## src/rtl/spi_fifo_ctrl.sv

```systemverilog
`timescale 1ns/1ps
module spi_fifo_ctrl #(
  parameter int DEPTH = 8
) (
  input  logic       clk,
  input  logic       rst_n,
  input  logic       wr_en,
  input  logic [1:0] wr_addr,
  input  logic [7:0] wr_data,
  input  logic       rd_en,
  input  logic [1:0] rd_addr,
  output logic [7:0] rd_data,
  input  logic       sclk_i,
  input  logic       cs_n_i,
  input  logic       sdi,
  output logic       sclk_o,
  output logic       cs_n_o,
  output logic       sdo,
  output logic       irq
);
  localparam int PW = $clog2(DEPTH);
  localparam int CW = PW + 1;

  logic [7:0] ctrl, div;
  logic [7:0] txm [DEPTH];
  logic [7:0] rxm [DEPTH];
  logic [PW-1:0] tx_wp, tx_rp, rx_wp, rx_rp;
  logic [CW-1:0] tx_cnt, rx_cnt;
  logic [7:0] sr, rxs, pc;
  logic [2:0] cnt;
  logic [3:0] tc;
  logic pend, locked, ovf, ovr, udr, busy, sclk_r, sclk_d, act_d;
  logic [1:0] s_sclk, s_cs, s_sdi;

  wire en = ctrl[0], mst = ctrl[1], cpol = ctrl[2], cpha = ctrl[3];
  wire fen = ctrl[4], multi = ctrl[5], tie = ctrl[6], rie = ctrl[7];

  wire [CW-1:0] cap = fen ? CW'(DEPTH) : CW'(1);
  wire tx_full = tx_cnt == cap;
  wire tx_emp  = tx_cnt == '0;
  wire rx_full = rx_cnt == cap;
  wire rx_ne   = rx_cnt != '0;

  wire tick    = busy && pc == div;
  wire s_act   = en && !mst && !s_cs[1];
  wire s_edge  = s_act && !locked && (s_sclk[1] != sclk_d);
  wire lead    = mst ? (tick && !tc[0]) : (s_edge && s_sclk[1] != cpol);
  wire trail   = mst ? (tick &&  tc[0]) : (s_edge && s_sclk[1] == cpol);
  wire samp    = cpha ? trail : lead;
  wire shev    = cpha ? lead : trail;
  wire sdi_v   = mst ? sdi : s_sdi[1];
  wire bdone   = samp && cnt == 3'd7;
  wire s_start = s_act && !act_d;
  wire m_start = en && mst && !busy && !tx_emp;
  wire m_end   = tick && tc == 4'd15;
  wire m_cont  = m_end && multi && !tx_emp;
  wire load    = m_start || m_cont || (!mst && ((s_start && !cpha) || (shev && pend)));

  wire wr_dat  = wr_en && wr_addr == 2'd2;
  wire push_tx = wr_dat && !tx_full;
  wire pop_tx  = load && !tx_emp;
  wire push_rx = bdone && !rx_full;
  wire pop_rx  = rd_en && rd_addr == 2'd2 && rx_ne;

  always_ff @(posedge clk) begin
    if (push_tx) txm[tx_wp] <= wr_data;
    if (push_rx) rxm[rx_wp] <= {rxs[6:0], sdi_v};
  end

  always_ff @(posedge clk or negedge rst_n) begin
    if (!rst_n) begin
      ctrl <= '0; div <= '0; ovf <= 1'b0; ovr <= 1'b0; udr <= 1'b0;
      tx_wp <= '0; tx_rp <= '0; rx_wp <= '0; rx_rp <= '0;
      tx_cnt <= '0; rx_cnt <= '0;
    end else begin
      if (wr_en && wr_addr == 2'd0) ctrl <= wr_data;
      if (wr_en && wr_addr == 2'd1) div <= wr_data;
      if (wr_en && wr_addr == 2'd3) begin
        if (wr_data[4]) ovf <= 1'b0;
        if (wr_data[5]) ovr <= 1'b0;
        if (wr_data[6]) udr <= 1'b0;
      end
      if (wr_dat && tx_full) ovf <= 1'b1;
      if (bdone && rx_full) ovr <= 1'b1;
      if (load && tx_emp && !mst) udr <= 1'b1;
      if (push_tx) tx_wp <= tx_wp + 1'b1;
      if (pop_tx)  tx_rp <= tx_rp + 1'b1;
      if (push_rx) rx_wp <= rx_wp + 1'b1;
      if (pop_rx)  rx_rp <= rx_rp + 1'b1;
      tx_cnt <= tx_cnt + CW'(push_tx) - CW'(pop_tx);
      rx_cnt <= rx_cnt + CW'(push_rx) - CW'(pop_rx);
    end
  end

  always_ff @(posedge clk or negedge rst_n) begin
    if (!rst_n) begin
      s_sclk <= '0; s_cs <= 2'b11; s_sdi <= '0; sclk_d <= 1'b0; act_d <= 1'b0;
      busy <= 1'b0; pc <= '0; tc <= '0; sclk_r <= 1'b0;
      sr <= '0; rxs <= '0; cnt <= '0; pend <= 1'b0; locked <= 1'b0;
    end else begin
      s_sclk <= {s_sclk[0], sclk_i};
      s_cs   <= {s_cs[0], cs_n_i};
      s_sdi  <= {s_sdi[0], sdi};
      sclk_d <= s_sclk[1];
      act_d  <= s_act;
      if (!en) begin
        busy <= 1'b0; pc <= '0; tc <= '0; sclk_r <= cpol;
        cnt <= '0; pend <= 1'b0; locked <= 1'b0;
      end else begin
        if (!busy) sclk_r <= cpol;
        if (m_start) begin
          busy <= 1'b1; pc <= '0; tc <= '0;
        end
        if (busy) begin
          pc <= tick ? '0 : pc + 8'd1;
          if (tick) begin
            sclk_r <= ~sclk_r;
            tc <= tc + 4'd1;
          end
          if (m_end && !m_cont) busy <= 1'b0;
        end
        if (samp) begin
          rxs <= {rxs[6:0], sdi_v};
          cnt <= cnt + 3'd1;
        end
        if (bdone && !mst) begin
          if (multi) pend <= 1'b1;
          else locked <= 1'b1;
        end
        if (load) begin
          sr <= tx_emp ? 8'h00 : txm[tx_rp];
          pend <= 1'b0;
        end else if (shev && cnt != 3'd0) begin
          sr <= {sr[6:0], 1'b0};
        end
        if (!mst && s_start && cpha) pend <= 1'b1;
        if (!mst && s_cs[1]) begin
          cnt <= '0; pend <= 1'b0; locked <= 1'b0;
        end
      end
    end
  end

  assign sclk_o = sclk_r;
  assign cs_n_o = !(mst && busy);
  assign sdo    = sr[7];
  assign irq    = (tie && tx_cnt <= (cap >> 1)) || (rie && rx_ne);

  always_comb begin
    case (rd_addr)
      2'd0:    rd_data = ctrl;
      2'd1:    rd_data = div;
      2'd2:    rd_data = rxm[rx_rp];
      default: rd_data = {busy, udr, ovr, ovf, rx_full, rx_ne, tx_emp, tx_full};
    endcase
  end
endmodule

```

## config.mk

```make
export PLATFORM = sky130hd
export DESIGN_NAME = spi_fifo_ctrl
export DESIGN_NICKNAME = d
export VERILOG_FILES = /design/src/rtl/spi_fifo_ctrl.sv
export SDC_FILE = /design/constraint.sdc
export NUM_CORES = 1
export LEC_CHECK = 0
export ABC_AREA = 1
export BUFFER_PORTS_ARGS = -buffer_cell sky130_fd_sc_hd__buf_2
export CAP_MARGIN = 20
export CORE_UTILIZATION = 58
export CTS_BUF_LIST = sky130_fd_sc_hd__clkbuf_2
export CTS_CLUSTER_SIZE = 12
export DETAILED_ROUTE_END_ITERATION = 16
export GPL_TIMING_DRIVEN = 0
export PLACE_DENSITY = 0.78
export SLEW_MARGIN = 0
export SYNTH_ARGS = -nofsm -noshare
export SYNTH_HDL_FRONTEND = slang
export SYNTH_SLANG_ARGS = --single-unit
```

## constraint.sdc

```tcl
create_clock -name clk -period 3 [get_ports clk]
set_clock_uncertainty 0.2 [all_clocks]
set_input_delay 0.15 -clock clk [delete_from_list [all_inputs] [get_ports clk]]
set_output_delay 0.15 -clock clk [all_outputs]
set_load 0.02 [all_outputs]
```

* After elaboration in Yosys (flattened, before gate mapping) *
Memories as Yosys holds them, arrays and structs flattened.
Cells that the tools add are included.

storage, ports and cells
  register bits = 81
  bits in latches = 0
  memory bits (writable) = 128
  memory bits (read-only) = 0
  bits of input ports = 19
  output and inout port bits = 12
  logic and storage cells = 188
  memories kept = 2

memories
  name  words  bits a word  read ports  clocked after Yosys merged registers in  wr ports  RTL line  RTL
  rxm   8      8            1           0                                        1         26        logic [7:0] rxm [DEPTH];
  txm   8      8            1           0                                        1         25        logic [7:0] txm [DEPTH];

operators by class
  add/sub/neg operators = 11
  multiply operators = 0
  div/mod/pow operators = 0
  magnitude comparators = 1
  eq/ne operators = 19
  shift-type cells = 0
  multiplexer cells = 52
  bitwise logic cells = 1
  reductions and logical operators = 77

operators by type and width
  operator               number
  $mux W8                7
  $logic_and A1 B1 Y1    42
  $mux W1                36
  $pmux W8 S3            1
  $mux W4                5
  $add A3 B1 Y3 const B  5
  $reduce_and A2 Y1      7
  $reduce_bool A2 Y1     7
  $logic_not A1 Y1       12
  $ne A5 B1 Y1 const B   2
  $mux W3                3
  $ne A3 B1 Y1 const B   3
  $add A4 B1 Y4          2
  $add A8 B1 Y8 const B  1
  $eq A4 B4 Y1           2
  $eq A8 B8 Y1           1
  $sub A4 B1 Y4          2
  $eq A2 B2 Y1 const B   3
  $add A4 B1 Y4 const B  1
  $eq A2 B1 Y1 const B   2
  $eq A4 B4 Y1 const B   1
  $le A4 B3 Y1           1
  $logic_not A2 Y1       2
  $logic_not A4 Y1       1
  other kinds (8)        12

* Depth between registers and ports, before layout *
  depth after elaboration = 16
  gate-level depth with buffers = 20

* Least setup slack after synthesis *
No wires, ideal clock.

  kind = register to register
  start = register ctrl[1]
  end = register rx_cnt[2]
  library setup time = 124 ps
  data arrival time = 2605 ps
  required time = 2676 ps
  path slack = 70 ps
  cell stages (with the launch flop) = 17
  path buffers = 2
  cells stage by stage = dfrtp_1 buf_2 inv_1 nand3_1 a211oi_1 nand2_1 nand3_1 and2_1 buf_4 nand2_2 nor2_4 inv_1 ha_1 inv_1 ha_1 fa_1 xor2_1

on the way
  longest elaborated chain between the ends = 12

RTL lines
  item                                           RTL line  RTL
  start, declared                                24        logic [7:0] ctrl, div;
  start signal, assigned                         76        if (wr_en && wr_addr == 2'd0) ctrl <= wr_data;
  $logic_not A1 Y1                               45        wire s_act = en && !mst && !s_cs[1];
  $logic_and A1 B1 Y1 (2 in series)              45
  $logic_and A1 B1 Y1 (2 in series)              46        wire s_edge = s_act && !locked && (s_sclk[1] != sclk_d);
  $logic_and A1 B1 Y1, on equally long branches  47, 48
  $mux W1, on equally long branches              47, 48
  $mux W1 (*)                                    49        wire samp = cpha ? trail : lead;
  $logic_and A1 B1 Y1 (*)                        52        wire bdone = samp && cnt == 3'd7;
  $logic_and A1 B1 Y1 (*)                        62        wire push_rx = bdone && !rx_full;
  $add A4 B1 Y4 (*)                              91        rx_cnt <= rx_cnt + CW'(push_rx) - CW'(pop_rx);
  $sub A4 B1 Y4 (*)                              91
  end signal, assigned                           91
  end, declared                                  28        logic [CW-1:0] tx_cnt, rx_cnt;

Mark *: on every way between the ends. The rest lies on a longest branch, timed or not.
A chain may end at the register's enable or synchronous reset.

* Final worst setup path *
  start = register div[6]
  end = register tx_cnt[1]

on the way
  longest elaborated chain between the ends = 11

RTL lines
  item                                           RTL line  RTL
  start, declared                                24
  start signal, assigned                         77        if (wr_en && wr_addr == 2'd1) div <= wr_data;
  $eq A8 B8 Y1 (*)                               44        wire tick = busy && pc == div;
  $logic_and A1 B1 Y1 (*)                        44
  $logic_and A1 B1 Y1, on equally long branches  48, 47
  $mux W1, on equally long branches              48, 47
  $mux W1                                        50        wire shev = cpha ? lead : trail;
  $logic_and A1 B1 Y1                            57        wire load = m_start || m_cont || (!mst && ((s_start && !cpha) || (shev && pend)));
  $logic_or A1 B1 Y1                             57
  $logic_and A1 B1 Y1                            57
  $logic_or A1 B1 Y1 (*)                         57
  $logic_and A1 B1 Y1 (*)                        61        wire pop_tx = load && !tx_emp;
  named net pop_tx                               61
  $sub A4 B1 Y4 (*)                              90        tx_cnt <= tx_cnt + CW'(push_tx) - CW'(pop_tx);
  end signal, assigned                           90
  end, declared                                  28

Mark *: on every way through the listed nets, which the timed path passes. The rest lies on a longest branch.

==> results.sh <==
export IMPL_netlist_area_mm2=0.00923
export IMPL_via_per_inst=5.61
export IMPL_area_growth_pct=19.5
export IMPL_finalPower_w=0.00833
export IMPL_hold_ws_ps=56.2
export IMPL_antenna_found_initial=2
export IMPL_hold_class="in2reg"
export IMPL_vias=7239
export IMPL_htreeDepth=2
export IMPL_placementRows=45
export IMPL_grt_total_usage_pct=28.3
export IMPL_cts_buffers=51
export IMPL_port_buffer_count=30
export IMPL_required_ps=3470
export IMPL_die_area_mm2=0.0164
export IMPL_first_global_vias=6941
export IMPL_die_w_um=128
export IMPL_clock_sinks=209
export IMPL_drtIter0Drc=740
export IMPL_root_buffer="clkbuf_2"
export IMPL_finalWirelength_mm=22.5
export IMPL_report_final_slew_viol_count=0
export IMPL_worst_ep_arrival_time_ps=3570
export IMPL_setup_violations_final=3
export IMPL_fmax_mhz=323
export IMPL_drive_gt1_share_pct=21.6
export IMPL_path_class="reg2reg"
export IMPL_die_height_um=128
export IMPL_critPathMaxStageDelay_ps=500
export IMPL_synth_top_area_share_pct=41.6
export IMPL_synth_cell_type_count=47
export IMPL_drtAntennaViolNets=0
export IMPL_clk_path_buf_depth=3
export IMPL_wl_per_cell_um=17.4
export IMPL_slew_limit_headroom_pct=46.8
export IMPL_dpl_hpwl_mm=14.3
export IMPL_grt_start_max_net_pins=58
export IMPL_clk_latency_ps=830
export IMPL_worstPathCellList="inv_2 -> nand2_1 -> nand2_1 -> nor2_2 -> nand2_2 -> nor2_4 -> buf_6 -> nand2_8 -> nor4_4 -> a21oi_4 -> nand2_4 -> nand2_4 -> inv_4 -> ha_4 -> inv_4 -> ha_4 -> inv_2 -> fa_1 -> inv_1"
export IMPL_p_leak_nw=4.68
export IMPL_synthTopCellsByArea="edfxtp_1, dfrtp_1, o21ai_0"
export IMPL_core_area_mm2=0.0154
export IMPL_syn_avg_cell_area_um2=10.5
export IMPL_finalCritPeriodShare_pct=103
export IMPL_synth_top_cell_by_area="edfxtp_1"
export IMPL_slowest_stage="fa_1"
export IMPL_post_route_min_period_ps=3100
export IMPL_startpoint_type="flop"
export IMPL_dr_pass1_iters=7
export IMPL_grt_first_pass_wirelength_mm=35.3
export IMPL_status="complete, but fails checks"
export IMPL_syn_num_nets=920
export IMPL_cts_tree="yes"
export IMPL_final_nets=1077
export IMPL_end_kind="flop"
export IMPL_start_util_pct=60.0
export IMPL_fin_ws_ps=-100
export IMPL_yosysSeqAreaShare_pct=63.6
export IMPL_worstPathMaxFanout=5
export IMPL_rsz0062_at_grt="yes"
export IMPL_grt_overflow_total=0
export IMPL_clk_pin_slew_ps=110
export IMPL_hold_viol_final=0
export IMPL_netlist_instances=879
export IMPL_peakVddDrop_mv=0.403
export IMPL_ios=31
export IMPL_yosys_warnings=0
export IMPL_gp_congestion=0.894
export IMPL_violations="setup timing"
export IMPL_synth_seq_cells=209
export IMPL_power_density_mw_per_mm2=756
export IMPL_drc=0
export IMPL_maxCapViolCount=0
export IMPL_tightest_slew_ps=795
-- cells in the mapped netlist (all sizes together) --
| library cell | n |
|---|---|
| o311ai | 1 |
| fa | 2 |
| nand3 | 32 |
| nor3 | 13 |
| xnor2 | 6 |
| clkbuf | 21 |
| o32ai | 1 |
| a31oi | 1 |
| inv | 82 |
| o21bai | 1 |
| ha | 20 |
| dfrtp | 79 |
| buf | 6 |
| nand4 | 4 |
| nand2 | 161 |
| a21oi | 22 |
| nor4 | 5 |
| and2 | 1 |
| o221ai | 12 |
| nor2 | 110 |
| o22ai | 23 |
| or2 | 3 |
| o2111ai | 5 |
| o21a | 1 |
| dfstp | 2 |
| nand3b | 1 |
| clkinv | 2 |
| mux2 | 1 |
| a211oi | 2 |
| edfxtp | 128 |
| xor2 | 8 |
| o21ai | 120 |
| o211ai | 3 |
-- cell families after synthesis --
kind of cell | count (synthesis) | synth area share (%)
muxes | 1 | 0.122
adders and majority gates | 22 | 3.14
xor gates and xnor gates | 14 | 1.33
AOI/OAI and AO/OA | 192 | 11.9
buffers and inverters | 111 | 4.62
and+or+nand+nor | 330 | 15.3
DFF | 209 | 63.6
-- registers in the layout (all words and copies together) (netlist names), 2 cells and up --
register	count
cnt	3
ctrl	8
div	8
pc	8
rx_cnt	4
rx_rp	3
rx_wp	3
rxm	64
rxs	7
s_cs	2
s_sclk	2
s_sdi	2
sr	8
tc	4
tx_cnt	4
tx_rp	3
tx_wp	3
txm	64
-- layer usage --
metal | global-route usage (%) | vias up | routed length (µm)
met2 | 42.6 | 357 | 10400
met5 | 0 | - | 0
met3 | 6.59 | 59 | 2120
li1 | - | 3400 | -
met1 | 39.9 | 3423 | 9420
met4 | 11.8 | 0 | 586
-- worst max-delay path, delay by kind of cell (launching register included) --
kind,cells,cell delay [ps]
DFF,1,420
adders and majority gates,3,830
buffers and inverters,6,410
and+or+nand+nor,9,1020
AOI/OAI and AO/OA,1,110
-- final cells by class --
class / instances / area, µm²
antenna: 1 / 2.50
buffer: 27 / 136
clock buffer: 78 / 390
clock inverter: 18 / 83.8
fill: 1150 / 4340
inverter: 84 / 325
multi-input combinational: 559 / 3120
sequential: 209 / 5880
tap: 211 / 264
timing repair buffer: 104 / 826
-- placed cells by master (no fill, tap or decap), types with 6 or more instances in the layout --
master / synthesis / layout
o21ai_0: 119 / 115
xor2_1: 8 / 8
o221ai_1: 12 / 12
clkbuf_2: 0 / 82
buf_2: 4 / 39
edfxtp_1: 128 / 128
nor2_1: 106 / 105
buf_4: 1 / 32
clkinv_1: 1 / 12
a21oi_1: 21 / 21
ha_1: 20 / 16
dlygate4sd3_1: 0 / 35
nand2_2: 7 / 7
xnor2_1: 6 / 6
inv_1: 78 / 69
o22ai_1: 23 / 23
nand2_1: 152 / 148
inv_2: 4 / 10
nand3_1: 31 / 30
dfrtp_1: 79 / 75
clkbuf_1: 21 / 12
-- final timing paths --
path	startpoint	to	slack, ps	cells after the start
setup / recovery	div[6]	tx_cnt[1]	-100	19
hold / removal	wr_data[7]	div[7]	60	4
setup reg to reg	div[6]	tx_cnt[1]	-100	19
hold reg to reg	s_cs[0]	s_cs[1]	170	0
max in group asynchronous	rst_n	div[4]	1870	5
min in group asynchronous	rst_n	s_sdi[0]	180	4
-- per-stage QoR --
stage          instance area [µm²]  setup slack (ps)  utilization (%)  TNS [ps]  std cells
2_1_floorplan                 9230              70.3                -         0        879
3_3_place_gp                  9640              -534             62.7    -32850       1120
6_report                     11000              -100             71.7      -205       1291
3_5_place_dp                  9730              -278             63.3     -4750       1131
4_1_cts                      10800             -75.7             70.1      -133       1275
5_1_grt                      11000              -248             71.7      -874       1291
-- where the power goes --
| group | internal [W] | leakage (nW) | switching [W] |
|---|---|---|---|
| Combinational | 0.000944 | 2.12 | 0.00171 |
| Clock | 0.000706 | 0.359 | 0.00115 |
| Sequential | 0.00346 | 2.20 | 0.000361 |
-- timing repair --
| action | in CTS | in global routing |
|---|---|---|
| hold endpoints to repair | 245 | 0 |
| hold buffers | 36 | 0 |
| buffers inserted | 12 | 15 |
| pin swaps | 10 | 13 |
| resized for setup | 37 | 48 |
| setup endpoints to repair | 62 | 62 |
No activity file was read; power rests on OpenSTA's default activity.
